<file path="src/rtl/cmctl_pkg.sv">
package cmctl_pkg;

   localparam int DW = 32;

   // word indices inside the low 256-byte page
   localparam logic [5:0] WI_ID    = 6'd0;
   localparam logic [5:0] WI_PROC  = 6'd1;
   localparam logic [5:0] WI_OSC   = 6'd2;
   localparam logic [5:0] WI_CTRL  = 6'd3;
   localparam logic [5:0] WI_STAT  = 6'd4;
   localparam logic [5:0] WI_LOCK  = 6'd5;
   localparam logic [5:0] WI_CNT0  = 6'd6;
   localparam logic [5:0] WI_AUX   = 6'd7;
   localparam logic [5:0] WI_MCFG  = 6'd8;
   localparam logic [5:0] WI_INIT  = 6'd9;
   localparam logic [5:0] WI_CNT1  = 6'd10;
   localparam logic [5:0] WI_FSET  = 6'd12;
   localparam logic [5:0] WI_FCLR  = 6'd13;
   localparam logic [5:0] WI_NSET  = 6'd14;
   localparam logic [5:0] WI_NCLR  = 6'd15;

   // control word bit positions
   localparam int CB_LED   = 0;
   localparam int CB_REMAP = 2;
   localparam int CB_RESET = 3;

   typedef struct packed {
      logic id;
      logic proc;
      logic osc;
      logic ctrl;
      logic stat;
      logic lock;
      logic aux;
      logic mcfg;
      logic init;
      logic fset;
      logic fclr;
      logic nset;
      logic nclr;
      logic zero;
      logic win_lo;
      logic win_hi;
      logic bad;
   } hit_t;

   function automatic logic [7:0] density_code(input int mb);
      if (mb >= 256)     return 8'd64;
      else if (mb >= 128) return 8'd32;
      else if (mb >= 64)  return 8'd16;
      else if (mb >= 32)  return 8'd4;
      else                return 8'd2;
   endfunction

   function automatic logic [7:0] size_code(input int mb);
      if (mb >= 256)      return 8'h10;
      else if (mb >= 128) return 8'h0C;
      else if (mb >= 64)  return 8'h08;
      else if (mb >= 32)  return 8'h04;
      else                return 8'h00;
   endfunction

endpackage

</file>
<file path="src/rtl/cmctl_decode.sv">
module cmctl_decode
   import cmctl_pkg::*;
#(
   parameter int ADDR_W = 10
) (
   input  logic              sel,
   input  logic              wr,
   input  logic [ADDR_W-1:0] addr,
   output hit_t              hit
);
   localparam int PAGE_W = ADDR_W - 8;

   logic [PAGE_W-1:0] page;
   logic [5:0]        word;
   logic              in_base;
   logic              in_win;

   assign page    = addr[ADDR_W-1:8];
   assign word    = addr[7:2];
   assign in_base = (page == PAGE_W'(0));
   assign in_win  = (page == PAGE_W'(1));

   always_comb begin
      hit = '0;
      if (sel) begin
         if (in_win) begin
            hit.win_lo = ~addr[7] & ~wr;
            hit.win_hi =  addr[7] & ~wr;
            hit.bad    = wr;
         end else if (in_base) begin
            unique case (word)
               WI_ID:   begin hit.id   = ~wr; hit.bad = wr; end
               WI_PROC: begin hit.proc = ~wr; hit.bad = wr; end
               WI_STAT: begin hit.stat = ~wr; hit.bad = wr; end
               WI_OSC:  hit.osc  = 1'b1;
               WI_CTRL: hit.ctrl = 1'b1;
               WI_LOCK: hit.lock = 1'b1;
               WI_AUX:  hit.aux  = 1'b1;
               WI_MCFG: hit.mcfg = 1'b1;
               WI_INIT: hit.init = 1'b1;
               WI_FSET: hit.fset = 1'b1;
               WI_NSET: hit.nset = 1'b1;
               WI_FCLR: begin hit.fclr = wr; hit.bad = ~wr; end
               WI_NCLR: begin hit.nclr = wr; hit.bad = ~wr; end
               WI_CNT0, WI_CNT1,
               6'd32, 6'd33, 6'd34, 6'd35: hit.zero = 1'b1;
               default: hit.bad = 1'b1;
            endcase
         end else begin
            hit.bad = 1'b1;
         end
      end
   end
endmodule

</file>
<file path="src/rtl/cmctl_keyed_osc.sv">
module cmctl_keyed_osc #(
   parameter int          KEY_W   = 16,
   parameter logic [15:0] KEY     = 16'hA05F,
   parameter logic [31:0] OSC_RST = 32'h0100_0048,
   parameter logic [31:0] AUX_RST = 32'h0007_FEFF
) (
   input  logic             clk,
   input  logic             rst_n,
   input  logic             lock_we,
   input  logic             osc_we,
   input  logic             aux_we,
   input  logic [31:0]      wdata,
   output logic [KEY_W-1:0] lock_q,
   output logic             key_held,
   output logic [31:0]      osc_q,
   output logic [31:0]      aux_q
);
   assign key_held = (lock_q == KEY[KEY_W-1:0]);

   always_ff @(posedge clk or negedge rst_n) begin
      if (!rst_n) begin
         lock_q <= '0;
         osc_q  <= OSC_RST;
         aux_q  <= AUX_RST;
      end else begin
         if (lock_we)             lock_q <= wdata[KEY_W-1:0];
         if (osc_we && key_held)  osc_q  <= wdata;
         if (aux_we && key_held)  aux_q  <= wdata;
      end
   end
endmodule

</file>
<file path="src/rtl/cmctl_setclr.sv">
module cmctl_setclr #(
   parameter int         W   = 32,
   parameter logic [W-1:0] RST = '0
) (
   input  logic         clk,
   input  logic         rst_n,
   input  logic         set_we,
   input  logic         clr_we,
   input  logic [W-1:0] wdata,
   output logic [W-1:0] q
);
   always_ff @(posedge clk or negedge rst_n) begin
      if (!rst_n)      q <= RST;
      else if (set_we) q <= q | wdata;
      else if (clr_we) q <= q & ~wdata;
   end
endmodule

</file>
<file path="src/rtl/cmctl_descriptor.sv">
module cmctl_descriptor
   import cmctl_pkg::*;
#(
   parameter int MEM_MB  = 128,
   parameter int ENTRIES = 32
) (
   input  logic [$clog2(ENTRIES)-1:0] idx,
   output logic [7:0]                 data
);
   localparam logic [7:0] DENS = density_code(MEM_MB);

   always_comb begin
      unique case (idx)
         5'd0:  data = 8'd128;
         5'd1:  data = 8'd8;
         5'd2:  data = 8'd4;
         5'd3:  data = 8'd11;
         5'd4:  data = 8'd9;
         5'd5:  data = 8'd1;
         5'd6:  data = 8'd64;
         5'd8:  data = 8'd2;
         5'd9:  data = 8'hA0;
         5'd10: data = 8'hA0;
         5'd13: data = 8'd8;
         5'd15: data = 8'd1;
         5'd16: data = 8'h0E;
         5'd17: data = 8'd4;
         5'd18: data = 8'h1C;
         5'd19: data = 8'd1;
         5'd20: data = 8'd2;
         5'd21: data = 8'h20;
         5'd22: data = 8'hC0;
         5'd27: data = 8'h30;
         5'd28: data = 8'h28;
         5'd29: data = 8'h30;
         5'd30: data = 8'h28;
         5'd31: data = DENS;
         default: data = 8'd0;
      endcase
   end
endmodule

</file>
<file path="src/rtl/cmctl_top.sv">
module cmctl_top
   import cmctl_pkg::*;
#(
   parameter int          ADDR_W     = 10,
   parameter int          MEM_MB     = 128,
   parameter int          KEY_W      = 16,
   parameter logic [15:0] LOCK_KEY   = 16'hA05F,
   parameter logic [31:0] ID_WORD    = 32'h411A_3001,
   parameter logic [31:0] STAT_WORD  = 32'h0010_0000,
   parameter logic [31:0] OSC_RST    = 32'h0100_0048,
   parameter logic [31:0] AUX_RST    = 32'h0007_FEFF,
   parameter logic [31:0] INIT_RST   = 32'h0000_0112,
   parameter logic [31:0] MCFG_BASE  = 32'h0001_1122,
   parameter int          DESC_N     = 32
) (
   input  logic              clk,
   input  logic              rst_n,
   input  logic              bus_sel,
   input  logic              bus_wr,
   input  logic [ADDR_W-1:0] bus_addr,
   input  logic [31:0]       bus_wdata,
   output logic [31:0]       bus_rdata,
   output logic              bus_rvalid,
   output logic              bus_err,
   output logic              remap_o,
   output logic              led_o,
   output logic              reset_req_o
);
   localparam int          NBANK    = 2;
   localparam int          DIDX_W   = $clog2(DESC_N);
   localparam logic [31:0] MCFG_RST = MCFG_BASE | {24'd0, size_code(MEM_MB)};
   localparam logic [31:0] KEY_RD   = {15'd0, 1'b1, LOCK_KEY};

   if (ADDR_W < 10) begin : g_addr_chk
      $error("cmctl_top: ADDR_W must be at least 10");
   end
   if (KEY_W != 16) begin : g_key_chk
      $error("cmctl_top: KEY_W must be 16");
   end
   if (DESC_N != 32) begin : g_desc_chk
      $error("cmctl_top: descriptor window holds 32 entries");
   end

   hit_t hit;
   logic wr_acc;

   cmctl_decode #(.ADDR_W(ADDR_W)) u_dec (
      .sel  (bus_sel),
      .wr   (bus_wr),
      .addr (bus_addr),
      .hit  (hit)
   );

   assign wr_acc = bus_sel & bus_wr & ~hit.bad;

   // keyed oscillator settings
   logic [KEY_W-1:0] lock_q;
   logic             key_held;
   logic [31:0]      osc_q;
   logic [31:0]      aux_q;

   cmctl_keyed_osc #(
      .KEY_W   (KEY_W),
      .KEY     (LOCK_KEY),
      .OSC_RST (OSC_RST),
      .AUX_RST (AUX_RST)
   ) u_osc (
      .clk      (clk),
      .rst_n    (rst_n),
      .lock_we  (wr_acc & hit.lock),
      .osc_we   (wr_acc & hit.osc),
      .aux_we   (wr_acc & hit.aux),
      .wdata    (bus_wdata),
      .lock_q   (lock_q),
      .key_held (key_held),
      .osc_q    (osc_q),
      .aux_q    (aux_q)
   );

   // flag banks: 0 = volatile, 1 = non-volatile
   logic [NBANK-1:0] bank_set;
   logic [NBANK-1:0] bank_clr;
   logic [31:0]      bank_q [NBANK];

   assign bank_set = {wr_acc & hit.nset, wr_acc & hit.fset};
   assign bank_clr = {wr_acc & hit.nclr, wr_acc & hit.fclr};

   for (genvar b = 0; b < NBANK; b++) begin : g_bank
      cmctl_setclr #(.W(32), .RST(32'd0)) u_flags (
         .clk    (clk),
         .rst_n  (rst_n),
         .set_we (bank_set[b]),
         .clr_we (bank_clr[b]),
         .wdata  (bus_wdata),
         .q      (bank_q[b])
      );
   end

   // free words
   logic [31:0] mcfg_q;
   logic [31:0] init_q;

   always_ff @(posedge clk or negedge rst_n) begin
      if (!rst_n) begin
         mcfg_q <= MCFG_RST;
         init_q <= INIT_RST;
      end else begin
         if (wr_acc && hit.mcfg) mcfg_q <= bus_wdata;
         if (wr_acc && hit.init) init_q <= bus_wdata;
      end
   end

   // control word and reset pulse
   logic led_q;
   logic remap_q;
   logic rst_pulse_q;

   always_ff @(posedge clk or negedge rst_n) begin
      if (!rst_n) begin
         led_q       <= 1'b0;
         remap_q     <= 1'b0;
         rst_pulse_q <= 1'b0;
      end else begin
         rst_pulse_q <= wr_acc & hit.ctrl & bus_wdata[CB_RESET];
         if (wr_acc && hit.ctrl) begin
            led_q   <= bus_wdata[CB_LED];
            remap_q <= bus_wdata[CB_REMAP];
         end
      end
   end

   assign led_o       = led_q;
   assign remap_o     = remap_q;
   assign reset_req_o = rst_pulse_q;

   // descriptor window
   logic [7:0] desc_byte;

   cmctl_descriptor #(.MEM_MB(MEM_MB), .ENTRIES(DESC_N)) u_desc (
      .idx  (bus_addr[DIDX_W+1:2]),
      .data (desc_byte)
   );

   // read mux
   logic [31:0] ctrl_rd;
   logic [31:0] lock_rd;
   logic [31:0] rd_mux;

   always_comb begin
      ctrl_rd           = '0;
      ctrl_rd[CB_LED]   = led_q;
      ctrl_rd[CB_REMAP] = remap_q;
      lock_rd           = key_held ? KEY_RD : {{(32-KEY_W){1'b0}}, lock_q};
   end

   always_comb begin
      rd_mux = '0;
      if      (hit.id)     rd_mux = ID_WORD;
      else if (hit.stat)   rd_mux = STAT_WORD;
      else if (hit.osc)    rd_mux = osc_q;
      else if (hit.aux)    rd_mux = aux_q;
      else if (hit.ctrl)   rd_mux = ctrl_rd;
      else if (hit.lock)   rd_mux = lock_rd;
      else if (hit.mcfg)   rd_mux = mcfg_q;
      else if (hit.init)   rd_mux = init_q;
      else if (hit.fset)   rd_mux = bank_q[0];
      else if (hit.nset)   rd_mux = bank_q[1];
      else if (hit.win_lo) rd_mux = {24'd0, desc_byte};
   end

   always_ff @(posedge clk or negedge rst_n) begin
      if (!rst_n) begin
         bus_rdata  <= '0;
         bus_rvalid <= 1'b0;
         bus_err    <= 1'b0;
      end else begin
         bus_rvalid <= bus_sel & ~bus_wr;
         bus_rdata  <= (bus_sel && !bus_wr) ? rd_mux : 32'd0;
         bus_err    <= bus_sel & hit.bad;
      end
   end
endmodule

</file>
<file path="config.mk">
export PLATFORM = sky130hd
export DESIGN_NAME = cmctl_top
export DESIGN_NICKNAME = d
export VERILOG_FILES = /design/src/rtl/cmctl_pkg.sv /design/src/rtl/cmctl_decode.sv /design/src/rtl/cmctl_keyed_osc.sv /design/src/rtl/cmctl_setclr.sv /design/src/rtl/cmctl_descriptor.sv /design/src/rtl/cmctl_top.sv
export SDC_FILE = /design/constraint.sdc
export NUM_CORES = 1
export LEC_CHECK = 0
export ABC_AREA = 1
export CORE_MARGIN = 2
export CORE_UTILIZATION = 62
export CTS_CLUSTER_SIZE = 8
export DETAILED_ROUTE_END_ITERATION = 16
export DONT_BUFFER_PORTS = 1
export PLACE_DENSITY = 0.78
export SYNTH_ARGS = -nofsm -noshare
export SYNTH_HDL_FRONTEND = slang
export SYNTH_SLANG_ARGS = --single-unit
</file>
<file path="constraint.sdc">
create_clock -name clk -period 2.1 [get_ports clk]
set_input_delay 0.105 -clock clk [delete_from_list [all_inputs] [get_ports clk]]
set_output_delay 0.105 -clock clk [all_outputs]
set_load 0.005 [all_outputs]
</file>
Word-level counts from Yosys, hierarchy flattened
Memories as Yosys holds them, arrays and structs flattened.
Index checks and enable logic that the tools add are counted.
W data, S select, Z words.
- memories kept: 1
- bits in read-only memories: 256
- logic and storage cells: 110
- register bits after elaboration: 245
- bits of input ports: 46
- output and inout port bits: 37
- eq/ne operators: 20
- reduce and logical (&&, ||, !) cells: 15
- muxes and demuxes: 38
- bitwise logic cells: 23
- memories (name ; depth ; width ; read ports ; clocked after memory_dff ; write ports ; RTL line ; source):
    (name not given) ; 32 ; 8 ; 1 ; 0 ; 0 ; cmctl_descriptor.sv:13 ; unique case (idx)
- operators by type and width (operator ; count):
    $mux W32 ; 15
    $and A32 B32 Y32 ; 2
    $or A32 B32 Y32 ; 2
    $eq A6 B4 Y1 const B ; 7
    $mux W17 ; 2
    $not A32 Y32 ; 1
    $mux W14 ; 2
    $eq A6 B3 Y1 const B ; 4
    $eq A6 B6 Y1 const B ; 4
    $eq A16 B16 Y1 const B ; 1
    $mux W1 ; 16
    $and A1 B1 Y1 ; 15
    $reduce_or A14 Y1 ; 1
    $eq A6 B2 Y1 const B ; 2
    $mux W8 ; 1
    $eq A6 B1 Y1 const B ; 1
    $logic_and A1 B1 Y1 ; 6
    $logic_not A6 Y1 ; 1
    $reduce_or A6 Y1 ; 1
    $reduce_bool A2 Y1 ; 2
    $not A1 Y1 ; 3
    $pmux W1 S3 ; 1
    $reduce_or A3 Y1 ; 1
    $eq A2 B1 Y1 const B ; 1
    4 further kinds ; 4

Longest topological paths before layout
Gate-level depths: netlist of the first run.
- depth in word-level cells: 18
- gate-level depth with buffers: 17
- gate-level depth less buffers: 17

Hierarchy
A second synthesis of the first run with hierarchy kept.
- cell total of the unflattened synthesis: 1552
- area total of the unflattened synthesis: 12385.6 um2
- modules (own cells, without submodules) (module ; area an instance (um2) ; sequential area each (um2) ; times used ; cells each):
    cmctl_top ; 5572.8 ; 2539.9 ; 1 ; 741
    cmctl_keyed_osc ; 3478.3 ; 2028.2 ; 1 ; 346
    cmctl_setclr ; 1337.5 ; 800.8 ; 2 ; 166
    cmctl_decode ; 354.1 ; 0.0 ; 1 ; 79
    cmctl_descriptor ; 305.3 ; 0.0 ; 1 ; 54

Least setup slack after synthesis of the first run
No wires, ideal clock.
- path kind: input-to-reg
- start point: input port bus_addr[2]
- end point: register mcfg_q[13]
- buffers on the path: 2
- arrival: 1657 ps
- setup time: 124 ps
- stages: 12
- slack: 319 ps
- cell sequence: ha_1 clkbuf_1 inv_1 nor3_1 nor2_1 o2111ai_1 nor2_2 nor2_8 nand3_4 buf_2 nand2_1 o21ai_1
- word-level cells in the longest chain between the ends: 9
- RTL lines (element ; RTL line ; source):
    start, declared ; cmctl_top.sv:20 ; input logic [ADDR_W-1:0] bus_addr,
    $eq A6 B2 Y1 (tied with other cells) ; cmctl_decode.sv:31 ; unique case (word)
    $reduce_or A14 Y1 (no line) (tied with other cells) ; n/a ;
    $pmux W1 S3 ; cmctl_decode.sv:31 ;
    $mux W1 ; cmctl_decode.sv:30 ; end else if (in_base) begin
    $mux W1 ; cmctl_decode.sv:26 ; if (in_win) begin
    $mux W17 * ; cmctl_decode.sv:25 ; if (sel) begin
    $not A1 Y1 ; cmctl_top.sv:54 ; assign wr_acc = bus_sel & bus_wr & ~hit.bad;
    $and A1 B1 Y1 ; cmctl_top.sv:54 ;
    $logic_and A1 B1 Y1 * ; cmctl_top.sv:108 ; if (wr_acc && hit.mcfg) mcfg_q <= bus_wdata;
    end signal, assigned ; cmctl_top.sv:108 ;
    end, declared ; cmctl_top.sv:100 ; logic [31:0] mcfg_q;
Every way passes the cells marked *; elsewhere a longest branch is shown, timed or not.
A chain may end at the register's enable or synchronous reset.

Worst setup path after layout of the first run
- start point: register u_osc.lock_q[12]
- end point: register bus_rdata[2]
- word-level cells in the longest chain between the ends: 9
- RTL lines (element ; RTL line ; source):
    start, declared ; cmctl_keyed_osc.sv:13 ; output logic [KEY_W-1:0] lock_q,
    start signal, assigned ; cmctl_keyed_osc.sv:26 ; if (lock_we) lock_q <= wdata[KEY_W-1:0];
    $eq A16 B16 Y1 ; cmctl_keyed_osc.sv:18 ; assign key_held = (lock_q == KEY[KEY_W-1:0]);
    $mux W17 ; cmctl_top.sv:153 ; lock_rd = key_held ? KEY_RD : {{(32-KEY_W){1'b0}}, lock_q};
    $mux W32 ; cmctl_top.sv:163 ; else if (hit.lock) rd_mux = lock_rd;
    $mux W32 ; cmctl_top.sv:162 ; else if (hit.ctrl) rd_mux = ctrl_rd;
    $mux W32 ; cmctl_top.sv:161 ; else if (hit.aux) rd_mux = aux_q;
    $mux W32 ; cmctl_top.sv:160 ; else if (hit.osc) rd_mux = osc_q;
    $mux W32 ; cmctl_top.sv:159 ; else if (hit.stat) rd_mux = STAT_WORD;
    $mux W32 ; cmctl_top.sv:158 ; if (hit.id) rd_mux = ID_WORD;
    $mux W32 ; cmctl_top.sv:178 ; bus_rdata <= (bus_sel && !bus_wr) ? rd_mux : 32'd0;
    end signal, assigned ; cmctl_top.sv:178 ;
    end, declared ; cmctl_top.sv:22 ; output logic [31:0] bus_rdata,
Every way passes these cells.

==> flow_metrics.tcl, run 1 <==
set metrics [dict create \
    pwr-share-comb 0.029 \
    setup_viol 0 \
    report.final.slew_viol_count 0 \
    synth.lib_cells_used.distinct 35 \
    detailedRoute.firstPassIterationCount 6 \
    yosys_register_bits 245 \
    vdd_ir_drop_max_uv 644 \
    timing.setup.critical_path_class "reg -> reg" \
    place_hpwl_um 19000 \
    failing_checks "negative hold slack" \
    synth_top_cell_by_area "dfrtp_1" \
    place.gp.congestion 0.897 \
    fmaxAchievable_mhz 531 \
    rrSetupSlack_ns 0.22 \
    post_synth_instance_area_um2 11200 \
    detail_route.iter0.violations 1139 \
    vias_in_the_first_global_route 9947 \
    grt.total_usage 0.345 \
    die-width_um 139 \
    run_status "finished, violations left" \
    layout.cells.most_common "nand2_1" \
    layout.cell_area.non_filler_um2 13200 \
    cap_violations 0 \
    power.total_mw 10.4 \
    tightest_slew_ns 0.599 \
    area.growth.synth_to_final_pct 17.2 \
    root_cell_of_the_clock_tree "clkbuf_16" \
    synth_seq_area_share 0.550 \
    rr_startpoint "u_osc.lock_q[12]" \
    grt_pass1_wl_um 52500 \
    cts_buffer_depth 3 \
    clk_pin_slew_worst_paths_ns 0.06 \
    warnings_synthesis 0 \
    dp_worst_setup_slack_ns 0.00534 \
    clk-insertion-delay-late_ns 0.51 \
    grt_start_max_net_pins 246 \
    initial_utilization 0.629 \
    timing.final.crit_period_ns 1.88 \
    final_cell_mix "nand2_1, dfrtp_1, o21ai_1, o21ai_0, inv_1" \
    cp.required_ns 2.48 \
    fin_tns_setup_ns 0 \
    synthCells 1355 \
    remaining_drc_errors 0 \
    drive_gt1_frac 0.104 \
    power.share.clock 0.516 \
    num_antenna_cells 0 \
    timing.critical_path.to_type "flop" \
    finalClockSkew_ns 0.0140 \
    route.vias.total 9987 \
    num-nets-final 1460 \
    maximum_fanout_along_the_worst_path 4 \
    hold-worst-slack_ns -0.703 \
    p_leak_nw 6.40 \
    cts_max_level 2 \
    worstHoldPathType "in -> async" \
    drt.antenna.violating_nets 0 \
    die_height_um 139 \
    finalWirelength_um 32700 \
    worstSetupStartpointType "flop" \
    buffer_ports.inserted 0 \
    average_size_of_a_mapped_cell_um2 8.28 \
    standard_cell_area_after_detailed_placement_um2 11700 \
    number_of_sinks_handled_by_clock_tree_synthesis 245 \
    via_per_inst 6.00 \
    layout.core_utilization 0.737 \
    worst_slew_margin_rel 0.601 \
    antenna_found_initial 0 \
    reported_net_switching_power_mw 2.27 \
    cts_tree "yes" \
    post-synth-top-area-fraction 0.477 \
    core.rowCount 49 \
    numCtsBuffers 36 \
    grt-ovfl-total 0 \
    switching_fraction_of_total_power 0.218 \
    core_area_um2 17800 \
    finalWorstSetupSlack_ns 0.217 \
    grt_setup_unrepaired "false" \
    power.sequential.fraction 0.454 \
    power.density_cell_area_nw_per_um2 794 \
    routedWlPerCell_um 19.6 \
    mappedNetlistNets 1407 \
    reg2reg_depth 11 \
    internal_power_mw 8.17 \
    hold_violations 245 \
    cp.arrival_ns 2.27 \
    fp.dieArea_um2 19200 \
    io-pin-count 83 \
    cts.hold.buffers_added 35 \
    synthTopCellsByArea "dfrtp_1, nand2_1, dfstp_2, o21ai_1, o21ai_0" \
    worst_r2r_endpoint "bus_rdata[2]" \
    timing.final.crit_share 0.897 \
]
-- cells by family after synthesis --
group                      share of synthesized area
and+or+nand+nor                                0.234
AOI/OAI and AO/OA                              0.152
DFF                                            0.550
buffers and inverters                         0.0575
adders and majority gates                    0.00669
-- cell type report --
cell class / count / area (µm²)
sequential: 245 / 6170
fill: 1302 / 4680
multi-input combinational: 956 / 4430
clock buffer: 64 / 1040
timing repair buffer: 85 / 901
inverter: 84 / 315
tap: 229 / 287
clock inverter: 1 / 20.0
-- worst max-delay path, cell delays in order, from the launching register on --
cell and delay [ns]:
dfrtp_1 0.40, nor2_1 0.13, nand3_1 0.11, nor3_2 0.16
nand3_2 0.15, nand2_2 0.15, inv_1 0.05, nor2_1 0.12
inv_1 0.10, nand2_1 0.07, nand2_1 0.05, a21oi_1 0.26
-- cells in the mapped netlist (all sizes together) --
cell type	count
o211ai	11
dfstp	31
a31oi	12
nand3	65
a211oi	1
a41oi	5
o21bai	1
buf	43
o21ai	270
nor4	2
o31ai	1
ha	6
nor2	45
o22ai	3
inv	81
clkinv	3
or2	1
nand4	27
clkbuf	27
nand2	483
a21oi	17
nor3	3
dfrtp	214
o2111ai	3
-- repair_timing --
item | 4_1_cts | 5_1_grt
hold endpoints to repair | 459 | 245
setup endpoints to repair | 0 | 5
setup buffers | 0 | 0
gates resized for setup | 0 | 3
-- power by group through the flow --
stage	Sequential [mW]	Combinational, mW	Clock (mW)
floorplan	4.82	0.156	0
global placement	4.82	0.223	0
detailed placement	4.82	0.224	0
CTS	4.74	0.299	5.43
global route	4.74	0.336	5.64
finish	4.74	0.306	5.39
-- how the worst max path moves through the flow --
stage | from | end | slack [ns] | cells past startpoint
global route | u_osc.lock_q[12] | bus_rdata[2] | 0.06 | 11
global placement | bus_addr[2] | flop | 0.05 | 13
floorplan | bus_addr[2] | mcfg_q[13] | 0.32 | 12
CTS | u_osc.lock_q[12] | bus_rdata[2] | 0.12 | 11
detailed placement | bus_addr[2] | flop | 0.005 | 13
finish | u_osc.lock_q[12] | bus_rdata[2] | 0.22 | 11
-- per-layer routing --
metal  GRT usage  share of wire  up-vias
met2       0.552           0.48      524
met4       0.142          0.029        0
met5           0              0        -
met1       0.468           0.39     4773
met3      0.0687           0.10       97
li1            -              -     4593
-- metrics by stage --
stage,hold slack (ns),cells
final,-0.703,1664
after global routing,-0.708,1664
after CTS,-0.705,1664
after detailed placement,-0.182,1564
after global placement,-0.181,1564
after floorplan,-0.191,1355
(Power assumes the default switching activity.)
==> inputs of run 2 (changes only) <==
--- a/config.mk
+++ b/config.mk
@@ -14,2 +14,3 @@
 export PLACE_DENSITY = 0.78
+export SKIP_LAST_GASP = 1
 export SYNTH_ARGS = -nofsm -noshare
==> constraint.sdc (replaced) <==
create_clock -name clk -period 2.1 [get_ports clk]
set_input_delay 0.42 -clock clk [delete_from_list [all_inputs] [get_ports clk]]
set_output_delay 0.42 -clock clk [all_outputs]
set_load 0.005 [all_outputs]
==> flow_metrics.tcl, run 2 (synthesis gave the netlist of run 1 again) <==
set metrics [dict create \
    run_status "finished, violations left" \
    failing_checks "negative hold slack" \
    setup_viol 0 \
    cts_buffer_depth 3 \
    timing.setup.critical_path_class "in -> reg" \
    place.gp.congestion 0.859 \
    rr_startpoint "u_osc.lock_q[12]" \
    fillerInstances 1308 \
    grt_pass1_wl_um 53100 \
    rrSetupSlack_ns 0.17 \
    cpLargestDelayFamily "simple AND/OR/NAND/NOR gates" \
    core_area_um2 17800 \
    multi_input_comb_area_um2 4440 \
    final_cell_mix "nand2_1, dfrtp_1, o21ai_1, o21ai_0, buf_4" \
    numCtsBuffers 36 \
    buffer_ports.inserted 0 \
    grt.total_usage 0.348 \
    clk-insertion-delay-late_ns 0.52 \
    timing.critical_path.cells "inv_1 -> ha_1 -> buf_4 -> nor4_2 -> o21ai_1 -> nand2_1 -> nand2_1 -> nor2_2 -> nor2_8 -> buf_4 -> nand3_4 -> buf_4 -> nand2_1 -> o21ai_1" \
    detailedRoute.firstPassIterationCount 7 \
    cpMaxStageDelayCell "nor4_2" \
    worstHoldPathType "in -> async" \
    worstSetupStartpointType "input port" \
    cp.arrival_ns 2.39 \
    num_antenna_cells 0 \
    p_leak_nw 6.57 \
    cap_violations 0 \
    finalWorstSetupSlack_ns 0.118 \
    grt-ovfl-total 0 \
    antenna_found_initial 0 \
    dp_worst_setup_slack_ns -0.479 \
    reg2reg_depth 9 \
    fmaxAchievable_mhz 505 \
    via_per_inst 6.07 \
    grt_setup_unrepaired "false" \
    layout.cells.most_common "nand2_1" \
    worstPathBufferInverterCount 4 \
    grt_start_max_net_pins 246 \
    io-pin-count 83 \
    timing.final.crit_share 0.944 \
    maximum_fanout_along_the_worst_path 7 \
    vias_in_the_first_global_route 10100 \
    non_filler_instances 1686 \
    fp.dieArea_um2 19200 \
    area.growth.synth_to_final_pct 19.1 \
    routedWlPerCell_um 19.8 \
    fin_tns_setup_ns 0 \
    place_hpwl_um 20500 \
    root_cell_of_the_clock_tree "clkbuf_16" \
    worst_slew_margin_rel 0.521 \
    drive_gt1_frac 0.143 \
    report.final.slew_viol_count 0 \
    layout.core_utilization 0.749 \
    placed_cells_incl_taps 1621 \
    final-seq-area_um2 6170 \
    cp.required_ns 2.51 \
    hold_violations 245 \
    critical_path.max_stage_delay_ns 0.29 \
    cts_max_level 2 \
    clk_pin_slew_worst_paths_ns 0.06 \
    number_of_sinks_handled_by_clock_tree_synthesis 245 \
    hold-worst-slack_ns -0.397 \
    route.vias.total 10200 \
    cts.repair_timing.setup_buffer_count 0 \
    finalWirelength_um 33500 \
    cts_tree "yes" \
    vdd_ir_drop_max_uv 707 \
    die_height_um 139 \
    drt.antenna.violating_nets 0 \
    die-width_um 139 \
    finalClockSkew_ns 0.0169 \
    power.density_cell_area_nw_per_um2 776 \
    timing.final.crit_period_ns 1.98 \
    tightest_slew_ns 0.717 \
    initial_utilization 0.629 \
    detail_route.iter0.violations 1197 \
    num-nets-final 1483 \
    remaining_drc_errors 0 \
    timing.critical_path.to_type "flop" \
    core.rowCount 49 \
    worst_r2r_endpoint "u_osc.osc_q[29]" \
]
==> run 2: cell types whose count changed in the layout (fill, tap and decap cells not counted), sizes merged <==
cell	previous run	this run
buf	50	107
dlygate4sd3	35	0
clkbuf	64	63
nor2	45	46
==> run 2: metal layers <==
metal  routed length, µm  share of wire  GRT usage  vias up
li1                    -              -          -     4649
met1               12900           0.39      0.479     4901
met2               15400           0.46      0.549      590
met3                4090           0.12     0.0860       93
met4                1020          0.030      0.121        0
met5                   0              0          0        -
==> run 2: worst max path at each step <==
stage	startpoint	end	slack [ns]	cells past startpoint
after CTS	bus_addr[2]	flop	0.02	12
final	bus_addr[2]	init_q[5]	0.12	14
after detailed placement	bus_addr[2]	flop	-0.48	12
after floorplan	bus_addr[2]	mcfg_q[13]	0.004	12
after global routing	bus_addr[2]	u_osc.lock_q[2]	0.02	14
after global placement	bus_addr[2]	flop	-0.38	12
==> run 2: stage by stage <==
stage	area [µm²]	power (mW)
floorplan	11200	4.98
global placement	12300	5.08
detailed placement	12300	5.09
CTS	13300	10.4
global route	13400	10.6
finish	13400	10.4
==> run 2: final cells by class <==
class	instances	share of cell area
sequential	245	0.462
multi-input combinational	957	0.332
timing repair buffer	107	0.0819
clock buffer	63	0.0773
inverter	84	0.0236
tap	229	0.0214
clock inverter	1	0.00150
==> run 2: repair_timing <==
item,4_1_cts,5_1_grt
resized for setup,0,6
endpoints found under the setup margin,0,72
endpoints found under the hold margin,245,245
==> run 2: where the power goes <==
part / switching [mW] / total [mW] / internal (mW)
logic: 0.184 / 0.276 / 0.0916
clock network: 2.03 / 5.35 / 3.32
registers: 0.00398 / 4.74 / 4.74
total: 2.22 / 10.4 / 8.15
